--- src/rtl/usb_outw_pkg.sv ---
// Shared constants and the size-code decoder for the OUT packet writer.
// Assumes: a size code is 3 bits wide; code 7 selects the 1023-byte limit.
package usb_outw_pkg;

    localparam int SIZE_CODE_W = 3;
    localparam int BASE_SIZE   = 8;
    localparam int TOP_SIZE    = 1023;

    // Maps a size code to a byte limit: 8 << code for 0..6, 1023 for 7.
    function automatic int size_of_code(input logic [SIZE_CODE_W-1:0] code);
        if (code == 3'd7) begin
            return TOP_SIZE;
        end
        return BASE_SIZE << code;
    endfunction

endpackage

--- src/rtl/outw_ctrl.sv ---
// Packet framing control for the OUT packet writer.
// It opens a packet on pkt_start while idle, latches the base and the decoded
// size, and closes the packet on pkt_end.
// Assumes: pkt_start arrives only while idle; a start pulse during an open
// packet is ignored.
module outw_ctrl #(
    parameter int AW = 11,
    parameter int CW = 11
) (
    input  logic                                  clk,
    input  logic                                  rst_n,
    input  logic                                  pkt_start,
    input  logic                                  pkt_end,
    input  logic [AW-1:0]                         base_addr,
    input  logic [usb_outw_pkg::SIZE_CODE_W-1:0]  size_code,
    output logic                                  active,
    output logic                                  clear,
    output logic                                  finish,
    output logic [AW-1:0]                         base_q,
    output logic [CW-1:0]                         size_q
);
    typedef enum logic { ST_IDLE, ST_RECV } ctrl_state_t;

    ctrl_state_t state;

    assign active = (state == ST_RECV);
    assign clear  = (state == ST_IDLE) && pkt_start;
    assign finish = (state == ST_RECV) && pkt_end;

    // State register: idle until a start pulse, receiving until the end pulse.
    always_ff @(posedge clk) begin
        if (!rst_n) begin
            state <= ST_IDLE;
        end else if (clear) begin
            state <= ST_RECV;
        end else if (finish) begin
            state <= ST_IDLE;
        end
    end

    // Configuration capture: base and decoded size are held for the whole packet.
    always_ff @(posedge clk) begin
        if (!rst_n) begin
            base_q <= '0;
            size_q <= '0;
        end else if (clear) begin
            base_q <= base_addr;
            size_q <= CW'(usb_outw_pkg::size_of_code(size_code));
        end
    end


    end_to_idle_chk: assert property (@(posedge clk) disable iff (!rst_n)
        (active && pkt_end) |=> !active);


    size_range_chk: assert property (@(posedge clk) disable iff (!rst_n)
        active |-> (size_q >= CW'(8) && size_q <= CW'(1023)));

endmodule

--- src/rtl/outw_store.sv ---
// Buffer write path for the OUT packet writer.
// It counts every byte of the open packet and writes the byte to base+index
// one cycle later when the index lies below the configured size. Because the
// last two stream bytes are CRC, this single cut leaves zero, one or two CRC
// bytes stored, depending on how close the payload is to the size.
// Assumes: no byte arrives in the same cycle as pkt_end.
module outw_store #(
    parameter int AW = 11,
    parameter int CW = 11
) (
    input  logic          clk,
    input  logic          rst_n,
    input  logic          clear,
    input  logic          active,
    input  logic          rx_valid,
    input  logic [7:0]    rx_byte,
    input  logic [AW-1:0] base_q,
    input  logic [CW-1:0] size_q,
    output logic          mem_we,
    output logic [AW-1:0] mem_addr,
    output logic [7:0]    mem_wdata,
    output logic [CW-1:0] byte_total
);
    localparam logic [CW-1:0] TOTAL_MAX = '1;

    logic          take;
    logic          keep;
    logic [AW-1:0] off_w;

    assign take  = active && rx_valid;
    assign keep  = take && (byte_total < size_q);
    assign off_w = mem_addr - base_q;

    // Stream position counter; it saturates so a runaway packet cannot wrap.
    always_ff @(posedge clk) begin
        if (!rst_n || clear) begin
            byte_total <= '0;
        end else if (take && byte_total != TOTAL_MAX) begin
            byte_total <= byte_total + CW'(1);
        end
    end

    // Write port register: one write per kept byte, addressed base + position.
    always_ff @(posedge clk) begin
        if (!rst_n) begin
            mem_we    <= 1'b0;
            mem_addr  <= '0;
            mem_wdata <= '0;
        end else begin
            mem_we <= keep;
            if (keep) begin
                mem_addr  <= base_q + AW'(byte_total);
                mem_wdata <= rx_byte;
            end
        end
    end


    no_overflow_chk: assert property (@(posedge clk) disable iff (!rst_n)
        mem_we |-> (int'(off_w) < int'(size_q)));


    addr_step_chk: assert property (@(posedge clk) disable iff (!rst_n)
        (mem_we && $past(mem_we)) |-> (mem_addr == $past(mem_addr) + AW'(1)));


    idle_quiet_chk: assert property (@(posedge clk) disable iff (!rst_n)
        !active |=> !mem_we);

endmodule

--- src/rtl/outw_verdict.sv ---
// End-of-packet verdict for the OUT packet writer.
// It collects fault flags over the open packet and, one cycle after the
// packet closes, strobes done with the verdict, an ACK request and, on
// success only, the payload count (total bytes minus the two CRC bytes).
// Assumes: fault flags are meaningful only while a packet is open.
module outw_verdict #(
    parameter int CW = 11
) (
    input  logic          clk,
    input  logic          rst_n,
    input  logic          clear,
    input  logic          active,
    input  logic          finish,
    input  logic          stuff_err,
    input  logic          crc_err,
    input  logic [CW-1:0] byte_total,
    output logic          done,
    output logic          ok,
    output logic          ack_req,
    output logic [CW-1:0] byte_count
);
    logic err_seen;
    logic bad;

    assign bad = err_seen || stuff_err || crc_err || (byte_total < CW'(2));

    // Fault accumulator: set by any flag while the packet is open.
    always_ff @(posedge clk) begin
        if (!rst_n || clear) begin
            err_seen <= 1'b0;
        end else if (active && (stuff_err || crc_err)) begin
            err_seen <= 1'b1;
        end
    end

    // Verdict strobe and the ACK request, both valid for one cycle.
    always_ff @(posedge clk) begin
        if (!rst_n) begin
            done    <= 1'b0;
            ok      <= 1'b0;
            ack_req <= 1'b0;
        end else begin
            done    <= finish;
            ok      <= finish && !bad;
            ack_req <= finish && !bad;
        end
    end

    // Payload count: written only for a good packet, held otherwise.
    always_ff @(posedge clk) begin
        if (!rst_n) begin
            byte_count <= '0;
        end else if (finish && !bad) begin
            byte_count <= byte_total - CW'(2);
        end
    end


    done_pulse_chk: assert property (@(posedge clk) disable iff (!rst_n)
        done |=> !done);


    done_cause_chk: assert property (@(posedge clk) disable iff (!rst_n)
        done |-> $past(finish));


    err_count_hold_chk: assert property (@(posedge clk) disable iff (!rst_n)
        (done && !ok) |-> $stable(byte_count));


    err_no_ack_chk: assert property (@(posedge clk) disable iff (!rst_n)
        (finish && (stuff_err || crc_err)) |=> !ack_req);

endmodule

--- src/rtl/usb_out_pkt_writer.sv ---
// Top of the USB OUT data packet buffer writer.
// It connects framing control, the buffer write path and the verdict unit.
// Assumes: rx_valid and pkt_end are never high together, and fault flags
// come from an upstream bit-stuff and CRC-16 checker.
module usb_out_pkt_writer #(
    parameter int AW = 11,
    parameter int CW = 11
) (
    input  logic          clk,
    input  logic          rst_n,
    input  logic          pkt_start,
    input  logic [AW-1:0] base_addr,
    input  logic [2:0]    size_code,
    input  logic          rx_valid,
    input  logic [7:0]    rx_byte,
    input  logic          stuff_err,
    input  logic          crc_err,
    input  logic          pkt_end,
    output logic          mem_we,
    output logic [AW-1:0] mem_addr,
    output logic [7:0]    mem_wdata,
    output logic          done,
    output logic          ok,
    output logic          ack_req,
    output logic [CW-1:0] byte_count
);
    logic          active;
    logic          clear;
    logic          finish;
    logic [AW-1:0] base_q;
    logic [CW-1:0] size_q;
    logic [CW-1:0] byte_total;

    outw_ctrl #(.AW(AW), .CW(CW)) u_ctrl (
        .clk       (clk),
        .rst_n     (rst_n),
        .pkt_start (pkt_start),
        .pkt_end   (pkt_end),
        .base_addr (base_addr),
        .size_code (size_code),
        .active    (active),
        .clear     (clear),
        .finish    (finish),
        .base_q    (base_q),
        .size_q    (size_q)
    );

    outw_store #(.AW(AW), .CW(CW)) u_store (
        .clk        (clk),
        .rst_n      (rst_n),
        .clear      (clear),
        .active     (active),
        .rx_valid   (rx_valid),
        .rx_byte    (rx_byte),
        .base_q     (base_q),
        .size_q     (size_q),
        .mem_we     (mem_we),
        .mem_addr   (mem_addr),
        .mem_wdata  (mem_wdata),
        .byte_total (byte_total)
    );

    outw_verdict #(.CW(CW)) u_verdict (
        .clk        (clk),
        .rst_n      (rst_n),
        .clear      (clear),
        .active     (active),
        .finish     (finish),
        .stuff_err  (stuff_err),
        .crc_err    (crc_err),
        .byte_total (byte_total),
        .done       (done),
        .ok         (ok),
        .ack_req    (ack_req),
        .byte_count (byte_count)
    );


    ack_needs_ok_chk: assert property (@(posedge clk) disable iff (!rst_n)
        ack_req |-> (done && ok));


    no_byte_at_end_chk: assert property (@(posedge clk) disable iff (!rst_n)
        !(rx_valid && pkt_end));

endmodule

--- config.mk ---
export PLATFORM = sky130hd
export DESIGN_NAME = usb_out_pkt_writer
export DESIGN_NICKNAME = d
export VERILOG_FILES = /design/src/rtl/usb_outw_pkg.sv /design/src/rtl/outw_ctrl.sv /design/src/rtl/outw_store.sv /design/src/rtl/outw_verdict.sv /design/src/rtl/usb_out_pkt_writer.sv
export SDC_FILE = /design/constraint.sdc
export NUM_CORES = 1
export LEC_CHECK = 0
export ABC_AREA = 0
export BUFFER_PORTS_ARGS = -buffer_cell sky130_fd_sc_hd__buf_2
export CORE_MARGIN = 2
export CORE_UTILIZATION = 40
export CTS_CLUSTER_DIAMETER = 50
export DETAILED_ROUTE_END_ITERATION = 10
export GPL_TIMING_DRIVEN = 0
export MAX_ROUTING_LAYER = met4
export PLACE_DENSITY = 0.68
export SLEW_MARGIN = 0
export SYNTH_ARGS = -nofsm -noshare
export SYNTH_HDL_FRONTEND = slang
export SYNTH_HIERARCHICAL = 1
export SYNTH_SLANG_ARGS = --single-unit
--- constraint.sdc ---
create_clock -name clk -period 1.95 [get_ports clk]
set_clock_uncertainty 0.1 [all_clocks]
set_input_delay 0.195 -clock clk [delete_from_list [all_inputs] [get_ports clk]]
set_output_delay 0.195 -clock clk [all_outputs]
set_load 0.02 [all_outputs]
==> impl_metrics.toml <==
[cts]
clockBufferDepth = 2
htree_levels = 3
cts_buffers = 9
root_buffer = "clkbuf_8"
clkLatencyLatePin_ns = 0.34
cts.sinks = 65
path_clk_slew_ns = 0.06
cts_tree = "built"

[drt]
dr.pass1.iters = 4
drc = 0
ant_nets = 0
viasPerCell = 4.96
routed_wl_mm = 8.56
via_count = 3033
drt-initial-drc-count = 133
drt-wirelength-per-cell_um = 14.0

[sta]
fin_ws_ns = -0.0816
fin_crit_sh_pct = 104
period_needed_ns = 2.03
drv_slew = 0
slew_headroom_pct = 64.2
max_clock_freq_ghz = 0.492
holdWs_ns = 0.00779
setup_viol = 15
worst_pin_slew_ns = 0.537
rsz0062_at_grt = "yes"
finalHoldViolCount = 0

[layout]
finalInstanceArea_um2 = 4800
nNetsFinal = 550
antenna_cells = 0
drive_gt1_share_pct = 37.4
fin_cells = 611
final_core_util_pct = 55.8
area_growth_pct = 37.7
layout_commonest_cell = "buf_2"
final_cell_mix = "buf_2 (62), dfxtp_1 (49), nand2_1 (46)"

[grt]
grt_pass1_wl_mm = 13.4
grt_util_all_layers_pct = 18.1
first_global_vias = 2839
grt_max_degree = 14
grt-ovfl-total = 0
antenna_found_initial = 0

[logic_synthesis]
yosysTopAreaCellShare_pct = 37.3
ys_seq_area_share_pct = 37.3
syn_inst = 388
synth_warnings = 6
syn_avg_cell_area_um2 = 8.98
synth.distinct_cells = 54
syn-num-nets = 440
synth_area_leaders = "dfxtp_1 (37%), ha_1 (7.9%), nand2_1 (5.0%)"
synth_seq_cells = 65
yosysTopAreaCell = "dfxtp_1"
syn_area_um2 = 3480

[pwr]
totalPowerFinal_uw = 2840
ir_drop_uv = 260
power_density_nw_per_um2 = 591
power_leakage_uw = 0.00205

[worst_setup_path]
setup.worst_path.end = "u_store/mem_addr[10]"
r2r-start = "u_ctrl/base_q[0]"
slowest_delay_ns = 0.39
worst_setup_path_start_kind = "flip-flop"
cp_cell_sequence = "ha_4, inv_2, fa_2, nor2b_4, o2111ai_4, a21oi_2, o22ai_2, xnor2_2, o22ai_1"
crit_path_end_kind = "flip-flop"
required_ns = 2.12
crit_type = "flip-flop to flip-flop"
crit_arrival_ns = 2.20
cp_max_fo = 3
r2r-end = "u_store/mem_addr[10]"
critPathSlowestCell = "fa_2"
critPathLaunch = "u_ctrl/base_q[0]"
ff2ff_path_depth = 9
worst-r2r-setup-slack_ns = -0.08

[floorplan]
core_um2 = 8590
die_area_um2 = 9470
die_w_um = 97.3
io_pins = 63
rows = 34
start_util_pct = 40.6
chipHeight_um = 97.3

[place]
hpwl_mm = 5.63
dpl-instance-area_um2 = 3920
dp.cells = 555
gp_congestion = 0.908
port_buffers = 59

[run]
maxCapViolCount = 0

[run_status]
outcome = "finished with violations"
violations = "setup timing"

[hold_path]
min_path_type = "input pin to flip-flop"
[routing by layer]
| layer | track usage [%] | share of wire (%) |
|---|---|---|
| met1 | 22.7 | 46 |
| met2 | 29.0 | 48 |
| met3 | 3.67 | 3.8 |
| met4 | 6.94 | 2.2 |
| met5 | - | 0 |
[kinds of logic after synthesis]
kind of cell	share of synthesized area (%)
other cells	0.108
fa+ha+maj	8.47
buf+inv	7.04
simple gates	19.2
flops	37.3
xor+xnor	7.04
mux	4.31
compound gates	16.5
[what timing repair did]
action	in CTS	in global routing
cloned	1	3
resized for setup	43	41
pin swaps	10	16
endpoints found under the hold margin	9	0
setup buffers	12	16
endpoints found under the setup margin	35	28
hold buffers	9	0
[metrics by stage]
step / setup slack, ns / TNS, ns
after floorplan: -0.0376 / -0.0376
after global placement: -0.368 / -6.34
after detailed placement: -0.420 / -7.06
after CTS: -0.0704 / -0.521
after global routing: -0.182 / -2.31
final: -0.0816 / -0.434
[worst max-delay path: cells and delay by family, from the launching register on]
kind,cells,cell delay [ns]
AOI/OAI and AO/OA,4,0.61
adders and majority gates,2,0.54
DFF,1,0.37
and+or+nand+nor,1,0.16
xor gates and xnor gates,1,0.14
buffers and inverters,1,0.04
[sequential cells by signal, indices dropped and copies added (netlist names), 8 cells and up]
register / count
u_store/byte_total: 11
u_ctrl/base_q: 11
u_store/mem_wdata: 8
u_store/mem_addr: 11
u_ctrl/size_q: 8
u_verdict/byte_count: 11
[synth_stat cells, drive strengths merged]
master and n:
nor2 24, and4 2, mux2i 15, xnor2 16, dfxtp 65, or3 3
a21oi 11, o22ai 5, nor3 2, o21ba 1, a311oi 1, a211oi 9
inv 19, nor3b 2, buf 15, and3 2, a21o 2, o2111ai 1
clkbuf 9, o221a 2, a41oi 2, o21ai 19, or4 1, o211a 3
nor4 1, or4b 1, nand2 47, a31oi 3, nand3 17, nor4b 1
a31o 1, nand4 4, a21boi 18, or2 2, and2 3, o41a 1
o21a 2, ha 22, conb 1, fa 1, xor2 12, nor2b 17
nand2b 3
[layout make-up]
| type | count | area (um^2) |
|---|---|---|
| plain buffers | 23 | 184 |
| multi-input cells | 280 | 2180 |
| well taps | 108 | 135 |
| flip-flops and latches | 65 | 1350 |
| clock buffers | 14 | 183 |
| clock inverters | 2 | 10.0 |
| repair buffers | 100 | 688 |
| inverters | 19 | 71.3 |
| fillers | 757 | 3790 |
[worst min path at each step]
stage                                 start                       to  slack [ns]  cells after the start
finish                         base_addr[4]         u_ctrl/base_q[4]       0.008                      3
global placement    u_verdict/byte_count[4]  u_verdict/byte_count[4]        0.33                      2
detailed placement  u_verdict/byte_count[4]  u_verdict/byte_count[4]        0.34                      2
global route                   base_addr[4]         u_ctrl/base_q[4]        0.02                      3
CTS                            base_addr[4]         u_ctrl/base_q[4]       0.002                      3
floorplan                      base_addr[0]         u_ctrl/base_q[0]        0.23                      2
[where the power goes]
part           internal (uW)  switching (uW)  leakage [uW]  total, uW
Sequential              1350            26.4      0.000539       1380
Clock                    597             503      0.000102       1100
Combinational            176             182       0.00141        358
Total                   2120             711       0.00205       2840
Note: power is estimated with default switching activity, not from simulation.
